--- src/rtl/irq_mask_pkg.sv ---
// Shared constants, register offsets and the source-to-level map of the
// interrupt mask controller. Assumes 32-bit registers.
package irq_mask_pkg;

    localparam int REG_W        = 32;
    localparam int DEV_W        = 23;
    localparam int ERR_W        = 4;
    localparam int ERR_LSB      = 27;
    localparam int MASK_ALL_BIT = 31;
    localparam int CPU_REG_W    = 17;
    localparam int TIMER_BIT    = 16;
    localparam int LVL_W        = 4;
    localparam int NUM_LVL      = 16;
    localparam int ERR_LEVEL    = 15;
    localparam int TIMER_LEVEL  = 14;
    localparam int LANES        = 7;

    localparam logic [REG_W-1:0]     GLB_IMPL  = 32'hF87F_FFFF;
    localparam logic [CPU_REG_W-1:0] CPU_IMPL  = 17'h1_FFFE;
    localparam logic [CPU_REG_W-1:0] SOFT_IMPL = 17'h0_FFFE;

    typedef enum logic [2:0] {
        OFS_PEND     = 3'd0,
        OFS_MASK     = 3'd1,
        OFS_SOFT_SET = 3'd2,
        OFS_SOFT_CLR = 3'd3,
        OFS_MASK_SET = 3'd4,
        OFS_MASK_CLR = 3'd5
    } reg_ofs_e;

    // Level of bus lane k (0..6)
    function automatic logic [LVL_W-1:0] lane_level(input int k);
        if (k == 0) return LVL_W'(2);
        return LVL_W'(2 * k + 1);
    endfunction

    // Level of global device bit b (0..22)
    function automatic logic [LVL_W-1:0] dev_bit_level(input int b);
        if (b < LANES)     return lane_level(b);
        if (b < 2 * LANES) return lane_level(b - LANES);
        case (b)
            14, 15:  return LVL_W'(12);
            16:      return LVL_W'(6);
            17:      return LVL_W'(13);
            18:      return LVL_W'(4);
            19:      return LVL_W'(10);
            20:      return LVL_W'(8);
            21:      return LVL_W'(9);
            default: return LVL_W'(11);
        endcase
    endfunction

endpackage

--- src/rtl/irq_glb_bank.sv ---
// Global register bank: device and error pending latch plus global mask.
// Assumes at most one of set_we / clr_we is high per cycle.
module irq_glb_bank
    import irq_mask_pkg::*;
(
    input  logic             clk,
    input  logic             rst_n,
    input  logic             set_we,
    input  logic             clr_we,
    input  logic [REG_W-1:0] wdata,
    input  logic [DEV_W-1:0] dev_src,
    input  logic [ERR_W-1:0] err_src,
    output logic [REG_W-1:0] pend,
    output logic [REG_W-1:0] mask
);

    logic [REG_W-1:0] pend_nxt;

    // Place the level-sensitive inputs at their register positions
    always_comb begin
        pend_nxt                     = '0;
        pend_nxt[DEV_W-1:0]          = dev_src;
        pend_nxt[ERR_LSB +: ERR_W]   = err_src;
    end

    // Pending follows inputs one cycle late; software cannot alter it
    always_ff @(posedge clk) begin
        if (!rst_n) pend <= '0;
        else        pend <= pend_nxt;
    end

    // Mask register with write-one-to-set and write-one-to-clear
    always_ff @(posedge clk) begin
        if (!rst_n)      mask <= GLB_IMPL;
        else if (set_we) mask <= mask | (wdata & GLB_IMPL);
        else if (clr_we) mask <= mask & ~wdata;
    end

endmodule

--- src/rtl/irq_cpu_bank.sv ---
// Per-processor bank: software interrupts 15:1, private timer pending
// and per-processor mask. Assumes one write strobe per cycle.
module irq_cpu_bank
    import irq_mask_pkg::*;
(
    input  logic                 clk,
    input  logic                 rst_n,
    input  logic                 soft_set_we,
    input  logic                 soft_clr_we,
    input  logic                 mask_set_we,
    input  logic                 mask_clr_we,
    input  logic [REG_W-1:0]     wdata,
    input  logic                 timer_src,
    output logic [CPU_REG_W-1:0] pend,
    output logic [CPU_REG_W-1:0] mask
);

    logic [CPU_REG_W-1:0] soft_q;
    logic                 timer_q;
    logic [CPU_REG_W-1:0] wd;
    logic                 unused_wdata;

    assign wd           = wdata[CPU_REG_W-1:0];
    assign unused_wdata = ^wdata[REG_W-1:CPU_REG_W];

    // Software interrupt latch, set and cleared by one-hot writes
    always_ff @(posedge clk) begin
        if (!rst_n)           soft_q <= '0;
        else if (soft_set_we) soft_q <= soft_q | (wd & SOFT_IMPL);
        else if (soft_clr_we) soft_q <= soft_q & ~wd;
    end

    // Timer input is level-sensitive, sampled once per cycle
    always_ff @(posedge clk) begin
        if (!rst_n) timer_q <= 1'b0;
        else        timer_q <= timer_src;
    end

    // Per-processor mask with split set and clear writes
    always_ff @(posedge clk) begin
        if (!rst_n)           mask <= CPU_IMPL;
        else if (mask_set_we) mask <= mask | (wd & CPU_IMPL);
        else if (mask_clr_we) mask <= mask & ~wd;
    end

    // Combine soft and timer state into the readable pending word
    always_comb begin
        pend            = soft_q;
        pend[TIMER_BIT] = timer_q;
    end

endmodule

--- src/rtl/irq_level_enc.sv ---
// Level encoder for one processor: gathers active global and per-processor
// sources into a level request vector and registers the highest level.
// Assumes the mask-all bit blocks everything except error sources.
module irq_level_enc
    import irq_mask_pkg::*;
(
    input  logic                 clk,
    input  logic                 rst_n,
    input  logic [REG_W-1:0]     gpend,
    input  logic [REG_W-1:0]     gmask,
    input  logic [CPU_REG_W-1:0] cpend,
    input  logic [CPU_REG_W-1:0] cmask,
    output logic [LVL_W-1:0]     level
);

    logic [REG_W-1:0]     gact;
    logic [CPU_REG_W-1:0] cact;
    logic                 mask_all;
    logic [NUM_LVL-1:0]   req;
    logic [LVL_W-1:0]     lvl_nxt;
    logic                 unused_bits;

    assign gact        = gpend & ~gmask;
    assign cact        = cpend & ~cmask;
    assign mask_all    = gmask[MASK_ALL_BIT];
    assign unused_bits = ^{gact[ERR_LSB-1:DEV_W], gact[MASK_ALL_BIT], cact[0], req[0]};

    // Collect level requests from every active source
    always_comb begin
        req = '0;
        for (int b = 0; b < DEV_W; b++)
            if (gact[b] && !mask_all) req[dev_bit_level(b)] = 1'b1;
        for (int e = 0; e < ERR_W; e++)
            if (gact[ERR_LSB + e]) req[ERR_LEVEL] = 1'b1;
        for (int n = 1; n < NUM_LVL; n++)
            if (cact[n] && !mask_all) req[n] = 1'b1;
        if (cact[TIMER_BIT] && !mask_all) req[TIMER_LEVEL] = 1'b1;
    end

    // Highest requested level wins
    always_comb begin
        lvl_nxt = '0;
        for (int n = 1; n < NUM_LVL; n++)
            if (req[n]) lvl_nxt = LVL_W'(n);
    end

    // Register the processor level
    always_ff @(posedge clk) begin
        if (!rst_n) level <= '0;
        else        level <= lvl_nxt;
    end

endmodule

--- src/rtl/irq_mask_ctrl.sv ---
// Top of the interrupt mask controller: address decode, read mux, one
// global bank and, per processor, a bank and a level encoder.
// Assumes a single-beat register bus with combinational reads.
module irq_mask_ctrl
    import irq_mask_pkg::*;
#(
    parameter int NUM_CPUS  = 2,
    parameter int CPU_SEL_W = (NUM_CPUS > 1) ? $clog2(NUM_CPUS) : 1,
    parameter int AW        = 1 + CPU_SEL_W + 3
) (
    input  logic                  clk,
    input  logic                  rst_n,
    input  logic [AW-1:0]         bus_addr,
    input  logic                  bus_wen,
    input  logic [REG_W-1:0]      bus_wdata,
    output logic [REG_W-1:0]      bus_rdata,
    input  logic [DEV_W-1:0]      dev_src,
    input  logic [ERR_W-1:0]      err_src,
    input  logic [NUM_CPUS-1:0]   cpu_timer,
    output logic [NUM_CPUS*LVL_W-1:0] irq_level
);

    logic                 bank_sel;
    logic [CPU_SEL_W-1:0] cpu_idx;
    logic [2:0]           ofs;
    logic                 glb_hit;
    logic                 glb_set_we;
    logic                 glb_clr_we;
    logic [REG_W-1:0]     g_pend;
    logic [REG_W-1:0]     g_mask;
    logic [NUM_CPUS-1:0]  cpu_hit;
    logic [CPU_REG_W-1:0] c_pend [NUM_CPUS];
    logic [CPU_REG_W-1:0] c_mask [NUM_CPUS];

    assign bank_sel   = bus_addr[AW-1];
    assign cpu_idx    = bus_addr[3 +: CPU_SEL_W];
    assign ofs        = bus_addr[2:0];
    assign glb_hit    = !bank_sel && (cpu_idx == '0);
    assign glb_set_we = bus_wen && glb_hit && (ofs == OFS_MASK_SET);
    assign glb_clr_we = bus_wen && glb_hit && (ofs == OFS_MASK_CLR);

    irq_glb_bank u_glb (
        .clk     (clk),
        .rst_n   (rst_n),
        .set_we  (glb_set_we),
        .clr_we  (glb_clr_we),
        .wdata   (bus_wdata),
        .dev_src (dev_src),
        .err_src (err_src),
        .pend    (g_pend),
        .mask    (g_mask)
    );

    for (genvar c = 0; c < NUM_CPUS; c++) begin : g_cpu
        logic [LVL_W-1:0] lvl;

        assign cpu_hit[c] = bank_sel && (cpu_idx == CPU_SEL_W'(c));

        irq_cpu_bank u_bank (
            .clk         (clk),
            .rst_n       (rst_n),
            .soft_set_we (bus_wen && cpu_hit[c] && (ofs == OFS_SOFT_SET)),
            .soft_clr_we (bus_wen && cpu_hit[c] && (ofs == OFS_SOFT_CLR)),
            .mask_set_we (bus_wen && cpu_hit[c] && (ofs == OFS_MASK_SET)),
            .mask_clr_we (bus_wen && cpu_hit[c] && (ofs == OFS_MASK_CLR)),
            .wdata       (bus_wdata),
            .timer_src   (cpu_timer[c]),
            .pend        (c_pend[c]),
            .mask        (c_mask[c])
        );

        irq_level_enc u_enc (
            .clk   (clk),
            .rst_n (rst_n),
            .gpend (g_pend),
            .gmask (g_mask),
            .cpend (c_pend[c]),
            .cmask (c_mask[c]),
            .level (lvl)
        );

        assign irq_level[c*LVL_W +: LVL_W] = lvl;
    end

    // Read mux: pending and mask of the addressed bank, zero elsewhere
    always_comb begin
        bus_rdata = '0;
        if (glb_hit) begin
            if (ofs == OFS_PEND)      bus_rdata = g_pend;
            else if (ofs == OFS_MASK) bus_rdata = g_mask;
        end
        for (int c = 0; c < NUM_CPUS; c++) begin
            if (cpu_hit[c]) begin
                if (ofs == OFS_PEND)      bus_rdata = REG_W'(c_pend[c]);
                else if (ofs == OFS_MASK) bus_rdata = REG_W'(c_mask[c]);
            end
        end
    end

endmodule

--- config.mk ---
export PLATFORM = sky130hd
export DESIGN_NAME = irq_mask_ctrl
export DESIGN_NICKNAME = d
export VERILOG_FILES = /design/src/rtl/irq_mask_pkg.sv /design/src/rtl/irq_glb_bank.sv /design/src/rtl/irq_cpu_bank.sv /design/src/rtl/irq_level_enc.sv /design/src/rtl/irq_mask_ctrl.sv
export SDC_FILE = /design/constraint.sdc
export NUM_CORES = 1
export LEC_CHECK = 0
export BUFFER_PORTS_ARGS = -buffer_cell sky130_fd_sc_hd__buf_2
export CAP_MARGIN = 5
export CORE_ASPECT_RATIO = 1.2
export CORE_MARGIN = 8
export CORE_UTILIZATION = 25
export CTS_BUF_LIST = sky130_fd_sc_hd__clkbuf_4
export CTS_CLUSTER_SIZE = 25
export DETAILED_ROUTE_END_ITERATION = 8
export PLACE_DENSITY = 0.43
export SYNTH_ARGS = -nofsm -noshare
export SYNTH_HDL_FRONTEND = slang
export SYNTH_SLANG_ARGS = --single-unit
--- constraint.sdc ---
create_clock -name clk -period 2.5 [get_ports clk]
set_clock_uncertainty 0.2 [all_clocks]
set_input_delay 0.125 -clock clk [delete_from_list [all_inputs] [get_ports clk]]
set_output_delay 0.125 -clock clk [all_outputs]
set_load 0.01 [all_outputs]
==> flow_summary_export.csv <==
group,metric,value,unit
detailed_routing,ant_nets,0,
logic_synthesis,ys_seq_elements,135,
floorplan,die_area,31000,µm²
worst_setup_path,reg2regPathDepth,5,
pwr,switchingPower,0.00122,W
pwr,p_int,0.00295,W
sta,finalSetupTns,0,ns
pwr,leakage,3.26,nW
worst_setup_path,critPathMaxStageDelay,0.52,ns
logic_synthesis,synthCells,721,
detailed_routing,wl,26600,µm
worst_setup_path,path_class,"primary input to output port",
clocking,cts_sinks,135,
detailed_routing,firstDrtPassIters,8,
clocking,clk_path_buf_depth,2,
cells_and_area,areaGrowthSynthToFinish,37.1,%
run_status,status,"finished clean",
logic_synthesis,syn_area_per_cell,8.89,µm²
sta,fmax,413,MHz
worst_setup_path,cpMostUsedCell,"buf_2",
detailed_routing,route.detailed.drc,0,
logic_synthesis,synth_cell_type_count,46,
worst_setup_path,critPathLaunchType,"primary input",
pwr,power_frac_comb,12.8,%
worst_setup_path,arrival,2.09,ns
sta,fin_crit_sh,96.8,%
job,cap_violations,0,
clocking,cts_tree,"built",
logic_synthesis,yosys_warnings,0,
hold_path,worstHoldStart,"dev_src[17]",
logic_synthesis,synth_enable_flop_cells,0,
pwr,switching_share,29.3,%
worst_setup_path,worstSetupStartpoint,"bus_addr[0]",
clocking,cts_buffers,17,
sta,period_needed,2.42,ns
pwr,p_clk_share,34.0,%
cells_and_area,nets,987,
clocking,h-tree-depth,4,
floorplan,start_util,25.2,%
pwr,p_seq_share,53.2,%
sta,setup_violations,0,
detailed_routing,drt_iter0_drc,484,
pwr,power.density,476,nW/µm²
logic_synthesis,synthFlopType,"dfxtp_1",
worst_setup_path,crit_buf_inv,5,
global_routing,gr-total-overflow,0,
worst_setup_path,crit_end,"bus_rdata[8]",
worst_setup_path,crit_path_cell_trace,"dlygate4sd3_1 -> buf_2 -> inv_1 -> nor3_4 -> buf_4 -> a22oi_1 -> o21ai_0 -> buf_2",
global_routing,grt_max_degree,44,
cells_and_area,layout_commonest_cell,"dfxtp_1",
worst_setup_path,crit_slowest_cell,"dlygate4sd3_1",
sta,rsz0062_at_grt,"no",
logic_synthesis,ys_async_sr_fraction,0,%
global_routing,grt_use_total,17.2,%
placement,place_hpwl,18000,µm
worst_setup_path,r2r_slack,0.37,ns
placement,gp_congestion,0.784,
floorplan,fp-row-count,64,
placement,post-place-ws,0.380,ns
worst_setup_path,path_delay_family,"buffers and inverters",
clocking,cts_root_buf,"clkbuf_4",
cells_and_area,final_cell_mix,"dfxtp_1, buf_2, dlygate4sd3_1",
floorplan,core_area,25400,µm²
placement,portBuffers,108,
sta,worst_pin_slew,0.649,ns
clocking,cts.clk_slew.worst_paths,0.14,ns
detailed_routing,num_vias,6564,
sta,report.final.slew_viol_count,0,
detailed_routing,vias_per_cell,5.20,
worst_setup_path,rr_endpoint,"g_cpu[0].u_enc.level[3]",
pwr,peakVddDrop,0.000191,V
worst_setup_path,cp_num_cells,8,
sta,hold_viol,0,
detailed_routing,wire_per_inst,21.1,µm
cells_and_area,layout-drive-gt1-share,20.4,%
floorplan,dieHeight,191,µm
logic_synthesis,synth_nets,790,
worst_setup_path,critical_path.max_fanout,10,
sta,slew_headroom,56.6,%
global_routing,grt_pass1_wl,40500,µm
worst_setup_path,cp-end-kind,"output port",
worst_setup_path,worstPathRequired,2.17,ns
global_routing,grt_antenna_before_repair,1,
clocking,insertion_delay,0.59,ns
hold_path,hp-class,"primary input to flip-flop",
global_routing,grt_pass1_vias,6625,
logic_synthesis,syn-cell-area,6410,µm²
floorplan,pin_count,109,
sta,finalWorstSetupSlack,0.0802,ns
logic_synthesis,synth.yosys.seq_area_share,42.2,%
floorplan,fp.dieW,162,µm
==> worst reg2reg max path: cells and delay by family, from the launching register on <==
family | cells | cell delay, ns
compound gates | 3 | 0.74
flops | 1 | 0.37
simple gates | 2 | 0.73
==> stage by stage <==
step / hold slack (ns) / cells / util (%) / total power [W] / area [µm²]
floorplan: 0.0120 / 721 / - / 0.00249 / 6410
global placement: 0.106 / 1122 / 29.4 / 0.00270 / 7450
detailed placement: 0.102 / 1122 / 29.4 / 0.00270 / 7450
CTS: 0.0768 / 1260 / 34.6 / 0.00423 / 8770
global route: 0.0931 / 1262 / 34.6 / 0.00437 / 8780
finish: 0.108 / 1262 / 34.6 / 0.00418 / 8780
==> worst min-delay path by stage <==
stage / cells past startpoint / to / slack (ns)
after global placement: 2 / u_glb.mask[23] / 0.11
final: 3 / u_glb.pend[17] / 0.11
after floorplan: 1 / u_glb.mask[23] / 0.01
after global routing: 4 / g_cpu[1].u_bank.mask[0] / 0.09
after detailed placement: 2 / u_glb.mask[24] / 0.10
after CTS: 4 / g_cpu[1].u_bank.mask[0] / 0.08
==> cell usage after synthesis, types with 3 or more instances <==
| cell type | n | area (µm²) |
|---|---|---|
| dfxtp_1 | 135 | 2700 |
| a21o_1 | 5 | 37.5 |
| and2_1 | 32 | 200 |
| inv_1 | 22 | 82.6 |
| nor2_1 | 27 | 101 |
| nor2b_1 | 7 | 43.8 |
| nor3_2 | 4 | 40.0 |
| a41oi_1 | 4 | 35.0 |
| nand2_1 | 72 | 270 |
| a222oi_1 | 3 | 30.0 |
| o21ai_0 | 15 | 75.1 |
| o22a_1 | 14 | 123 |
| a311oi_1 | 30 | 263 |
| a22oi_1 | 53 | 398 |
| o221ai_1 | 3 | 26.3 |
| o22ai_1 | 5 | 31.3 |
| a31oi_1 | 9 | 56.3 |
| nor4_1 | 6 | 37.5 |
| mux2i_1 | 6 | 60.1 |
| buf_4 | 3 | 22.5 |
| a221o_1 | 59 | 591 |
| nand2b_1 | 33 | 206 |
| nor3_1 | 7 | 35.0 |
| and3_1 | 5 | 31.3 |
| buf_2 | 13 | 65.1 |
| a21oi_1 | 59 | 295 |
| clkbuf_1 | 56 | 210 |
==> routing by layer <==
layer  up-vias  part of all wire (%)  track usage [%]
met1      3203                    43             20.7
met2       192                    52             30.8
met5         -                     0                0
met4         0                   1.3             4.85
met3        26                   3.8             2.91
li1       3143                     -                -
==> kinds of logic (layout without fill, tap and decap cells) <==
kind of cell / Yosys count / in the layout / share of synthesized area (%)
AOI/OAI and AO/OA: 282 / 282 / 34.5
and+or+nand+nor: 204 / 204 / 16.5
DFF: 135 / 135 / 42.2
buffers and inverters: 94 / 304 / 5.94
muxes: 6 / 6 / 0.937
other: 0 / 1 / 0
==> repair_timing <==
| item | CTS | global route |
|---|---|---|
| hold buffers | 106 | 0 |
| endpoints found under the hold margin | 133 | 0 |
| endpoints found under the setup margin | 0 | 13 |
| gates resized for setup | 0 | 4 |
| setup buffers | 0 | 1 |
==> power by group through the flow <==
stage          logic (W)  registers [W]  clock network (W)
2_1_floorplan   0.000230        0.00226                  0
3_3_place_gp    0.000423        0.00227                  0
3_5_place_dp    0.000424        0.00227                  0
4_1_cts         0.000538        0.00222            0.00147
5_1_grt         0.000580        0.00223            0.00156
6_report        0.000535        0.00222            0.00142
==> layout make-up <==
type	instances	area (µm²)
antenna	1	2.50
clock buffer	18	135
clock inverter	14	126
fill	2664	16600
inverter	22	82.6
multi-input combinational	492	3360
sequential	135	2700
tap	330	413
timing repair buffer	250	1960
(Power assumes the default switching activity.)
